**config.mk**
```make
export PLATFORM = sky130hd
export DESIGN_NAME = spd_wp_ctrl
export DESIGN_NICKNAME = d
export VERILOG_FILES = /design/src/rtl/spd_wp_ctrl.sv
export SDC_FILE = /design/constraint.sdc
export NUM_CORES = 2
export LEC_CHECK = 0
export BUFFER_PORTS_ARGS = -buffer_cell sky130_fd_sc_hd__buf_4
export CAP_MARGIN = 10
export CORE_AREA = 2 2 425 638
export CTS_CLUSTER_DIAMETER = 100
export DETAILED_ROUTE_END_ITERATION = 6
export DIE_AREA = 0 0 427 640
export GPL_ROUTABILITY_DRIVEN = 0
export PLACE_DENSITY_LB_ADDON = 0.12
export SLEW_MARGIN = 40
export SYNTH_ARGS = -nofsm -noshare
export SYNTH_HDL_FRONTEND = slang
export SYNTH_SLANG_ARGS = --single-unit
```
**constraint.sdc**
```tcl
create_clock -name clk -period 3.3 [get_ports clk]
set_clock_uncertainty 0.05 [all_clocks]
set_input_delay 0.66 -clock clk [delete_from_list [all_inputs] [get_ports clk]]
set_output_delay 0.66 -clock clk [all_outputs]
set_load 0.01 [all_outputs]
```
**src/rtl/spd_wp_ctrl.sv**
```systemverilog
module spd_wp_ctrl #(
  parameter int ADDR_W = 8,
  parameter int DATA_W = 8
) (
  input  logic              clk,
  input  logic              rst_n,
  input  logic              wr_en,
  input  logic [ADDR_W-1:0] wr_addr,
  input  logic [DATA_W-1:0] wr_data,
  input  logic [ADDR_W-1:0] rd_addr,
  output logic [DATA_W-1:0] rd_data,
  input  logic              cmd_set_perm,
  input  logic              cmd_set_rev,
  input  logic              cmd_clr_rev,
  output logic              wr_ok,
  output logic              wr_rej,
  output logic              cmd_rej,
  output logic [1:0]        prot_status
);
  localparam int DEPTH = 1 << ADDR_W;

  logic [DATA_W-1:0] mem [DEPTH];
  logic perm_q, rev_q;

  wire low_half = ~wr_addr[ADDR_W-1];
  wire blocked  = low_half & (perm_q | rev_q);
  wire rev_cmd  = cmd_set_rev | cmd_clr_rev;

  always_ff @(posedge clk)
    if (wr_en && !blocked) mem[wr_addr] <= wr_data;

  always_ff @(posedge clk or negedge rst_n) begin
    if (!rst_n) begin
      perm_q  <= 1'b0;
      rev_q   <= 1'b0;
      wr_ok   <= 1'b0;
      wr_rej  <= 1'b0;
      cmd_rej <= 1'b0;
    end else begin
      wr_ok   <= wr_en & ~blocked;
      wr_rej  <= wr_en & blocked;
      cmd_rej <= perm_q & rev_cmd;
      if (cmd_set_perm) perm_q <= 1'b1;
      if (!perm_q) begin
        if (cmd_set_rev)      rev_q <= 1'b1;
        else if (cmd_clr_rev) rev_q <= 1'b0;
      end
    end
  end

  assign rd_data     = mem[rd_addr];
  assign prot_status = {perm_q, rev_q};
endmodule

```
## Word level (Yosys, flattened, before mapping)

Memories as Yosys holds them, arrays and structs flattened.
Cells that the tools add are included.

| storage, ports and cells | value |
|---|---|
| memories | 1 |
| output and inout bits | 13 |
| memory bits (writable) | 2,048 |
| word-level logic and storage cells | 23 |
| bits in registers | 5 |

Memories:

| name | depth | width | rd ports | clocked after memory_dff | wr ports | line | text |
|---|---|---|---|---|---|---|---|
| mem | 256 | 8 | 1 | 0 | 1 | 22 | `logic [DATA_W-1:0] mem [DEPTH];` |

| cells by class | value |
|---|---|
| reductions and logical operators | 4 |
| mux-type cells | 4 |
| bitwise operators | 9 |

Operator list:

| kind | count |
|---|---|
| $and 1x1->1 | 4 |
| $mux 1 | 4 |
| $not 1->1 | 3 |
| $or 1x1->1 | 2 |
| $reduce_and 2->1 | 1 |
| $reduce_bool 2->1 | 1 |
| $logic_and 1x1->1 | 1 |
| $logic_not 1->1 | 1 |

## Longest topological paths before layout

| depth | value |
|---|---|
| depth after elaboration | 6 |
| depth in mapped cells | 12 |

## Worst setup path after synthesis

Ideal clock, no wire load.

| path | value |
|---|---|
| kind | input -> output |
| start point | input rd_addr[0] |
| end point | output rd_data[0] |
| arrival time | 2.471 ns |
| slack | 0.119 ns |
| cell stages on the path | 11 |
| buffers on the path | 5 |
| data required time | 2.590 ns |
| path through | buf_6 buf_12 buf_12 buf_12 buf_12 mux2i_1 a221oi_1 a21oi_1 o31ai_2 nor3_1 nor4_1 |

| between the ends | value |
|---|---|
| word-level cells in the longest chain between the ends | 1 |

Ends and longest elaborated chain:

| what | line | text |
|---|---|---|
| start, declared | 10 | `input logic [ADDR_W-1:0] rd_addr,` |
| $mem_v2 256x8 | - |  |
| end, declared | 11 | `output logic [DATA_W-1:0] rd_data,` |

No other way between the ends.

## Final worst setup path

| path | value |
|---|---|
| start point | input rd_addr[2] |
| end point | output rd_data[7] |

Same word-level chain as after synthesis.

==> results.sh <==
export IMPL_cts_made_buffers=203
export IMPL_vias=41000
export IMPL_ios=43
export IMPL_ant_nets=0
export IMPL_final_min_clock_period_ns=4.11
export IMPL_firstDrtPassIters=5
export IMPL_required_ns=2.59
export IMPL_yosys_area_top_type="edfxtp_1"
export IMPL_portBuffers=42
export IMPL_wl_per_cell_um=30.3
export IMPL_die_y_um=640
export IMPL_cp_top_family="buffers and inverters"
export IMPL_pre_cts_ws_ns=-1.80
export IMPL_timing_setup_critical_path_class="in -> out"
export IMPL_synthTopCellsByArea="edfxtp_1, mux4_2, mux4_1"
export IMPL_grt_max_degree=112
export IMPL_synthToLayoutAreaGrowth_pct=24.2
export IMPL_slew_violations=0
export IMPL_seq_area_frac_synth_pct=77.1
export IMPL_drt_iter0_markers=3203
export IMPL_violations="setup timing"
export IMPL_yosys_warnings=0
export IMPL_rsz0062_at_grt="yes"
export IMPL_ys_types=69
export IMPL_cts_tree="done"
export IMPL_finalWirelength_mm=252
export IMPL_grt_antenna_before_repair=12
export IMPL_arrival_ns=3.40
export IMPL_start_util_pct=29.9
export IMPL_cts_sinks=2053
export IMPL_irDropWorstVdd_uv=356
export IMPL_globalRouteTotalUtil_pct=18.4
export IMPL_final_area_um2=99300
export IMPL_critical_path_endpoint_type="output port"
export IMPL_hold_slack_ns=0.0785
export IMPL_syn_area_per_cell_um2=21.4
export IMPL_post_dp_cell_area_um2=90200
export IMPL_start_kind="input pin"
export IMPL_fin_util_pct=37.1
export IMPL_hold_path_startpoint="cmd_clr_rev"
export IMPL_max_freq_ghz=0.243
export IMPL_grt_pass1_vias=43400
export IMPL_p_leak_uw=0.0323
export IMPL_crit_path_max_fanout=14
export IMPL_slew_headroom_pct=37.4
export IMPL_fin_nets=4672
export IMPL_period_share_pct=125
export IMPL_tightest_slew_ns=0.939
export IMPL_run_status="finished with violations"
export IMPL_dpl_hpwl_mm=168
export IMPL_ys_seq_elements=2053
export IMPL_syn_num_nets=3762
export IMPL_final_hold_violation_count=0
export IMPL_cts_clk_slew_worst_paths_ns=0.06
export IMPL_power_density_nw_per_um2=567
export IMPL_core_area_um2=268000
export IMPL_crit_path_cell_trace="buf_6 -> buf_12 -> buf_16 -> buf_8 -> nor2b_4 -> buf_12 -> buf_4 -> a22oi_1 -> nand3_1 -> nand4_1 -> buf_4 -> nor4_4 -> buf_4 -> buf_6"
export IMPL_most_common_layout_cells="edfxtp_1, buf_4, mux4_2, nor2_1, clkbuf_16"
export IMPL_routed_via_density=4.92
export IMPL_synth_flop_cell="edfxtp_1"
export IMPL_cts_buffer_depth=4
export IMPL_cp_num_buf_inv=9
export IMPL_fp_row_count=233
export IMPL_setup_worst_path_start="rd_addr[2]"
export IMPL_layout_commonest_cell="edfxtp_1"
export IMPL_critPathMaxStageDelay_ns=0.40
export IMPL_drc_errors=0
export IMPL_setup_ws_ns=-0.812
export IMPL_drive_above_1_share_pct=37.2
export IMPL_finalSetupViolCount=8
export IMPL_maxCapViolCount=0
export IMPL_overflow=0
export IMPL_die_w_um=427
export IMPL_syn_area_um2=79900
export IMPL_htree_levels=4
export IMPL_dieArea_um2=273000
export IMPL_crit_slowest_cell="nor4_4"
export IMPL_r2r_start="perm_q"
export IMPL_grt_pass1_wl_mm=351
export IMPL_synth_cells=3732
export IMPL_worstHoldPathType="in -> reg"
export IMPL_synth_top_area_share_pct=76.9
export IMPL_async_flop_share_pct=0.244
export IMPL_clk_latency_ns=0.85
export IMPL_cts_root_buffer="clkbuf_16"
export IMPL_synth_edf_count=2048
export IMPL_crit_top_cell="buf_4"
-- synth_stat cells (23+ instances only) --
cell type  count
mux2i_1      140
a22oi_1      140
o22ai_1       32
nand3_1       23
mux4_1        60
buf_2         44
a21oi_1       79
buf_6         35
nand2_1       61
mux4_2       388
nor3_1        25
edfxtp_1    2048
o221ai_1      35
clkbuf_1      74
nor2_1       281
a211oi_1      23
-- state kept, by name, summed over array words and instances (netlist names) --
name / flops
cmd_rej: 1
mem: 2048
perm_q: 1
rev_q: 1
wr_ok: 1
wr_rej: 1
-- cells by family (layout without fill, tap and decap cells) --
| logic type | Yosys count | in the layout | synth area share, % |
|---|---|---|---|
| DFF | 2053 | 2053 | 77.1 |
| AOI/OAI and AO/OA | 395 | 395 | 3.55 |
| other | 0 | 3 | 0 |
| muxes | 591 | 591 | 14.7 |
| buffers and inverters | 227 | 1296 | 2.09 |
| and+or+nand+nor | 466 | 466 | 2.56 |
-- power by group --
| group | leakage [uW] | internal, uW | switching [uW] |
|---|---|---|---|
| combinational | 0.0106 | 1550 | 2190 |
| clock | 0.00325 | 13700 | 10100 |
| sequential | 0.0185 | 28700 | 4.94 |
| total | 0.0323 | 44000 | 12300 |
-- metal layers --
layer | vias to the layer above | wire length (um) | global-route usage [%]
met3 | 332 | 9110 | 2.38
met1 | 22200 | 97700 | 21.7
met2 | 854 | 137000 | 34.2
li1 | 17600 | - | -
met5 | - | 69 | 0
met4 | 12 | 8610 | 5.68
-- path summary, 6_finish.rpt --
path / depth (start not counted) / slack (ns) / end
setup / recovery: 14 / -0.81 / rd_data[7]
hold / removal: 4 / 0.08 / rev_q
setup reg to reg: 8 / 0.80 / mem[119][3]
hold reg to reg: 2 / 0.50 / rev_q
max in group asynchronous: 2 / 2.99 / wr_ok
min in group asynchronous: 2 / 0.10 / rev_q
-- repair_timing --
action,4_1_cts,5_1_grt
cloned,12,1
resized for setup,224,47
setup buffers,50,35
setup endpoints to repair,8,8
endpoints found under the hold margin,10,0
hold buffers,5,0
pin swaps,46,29
-- worst min-delay path, delay by kind of cell --
family | cells | cell delay [ns]
AOI/OAI and AO/OA | 2 | 0.13
buffers and inverters | 2 | 0.15
-- through the flow --
stage                     instances  TNS (ns)  power, uW
after floorplan                3732         0      30600
after global placement         7873    -12.39      32700
after detailed placement       7873    -11.25      32700
after CTS                      8293     -6.56      57000
after global routing           8327     -6.47      58000
final                          8329     -5.99      56300
-- cell type report --
type,count,area (um2)
sequential,2053,61600
clock inverter,120,1320
antenna,3,7.51
inverter,6,22.5
multi-input combinational,1452,17800
timing repair buffer,926,8760
tap,3525,4410
clock buffer,244,5360
fill,24700,168000
Note: power is estimated with default switching activity, not from simulation.
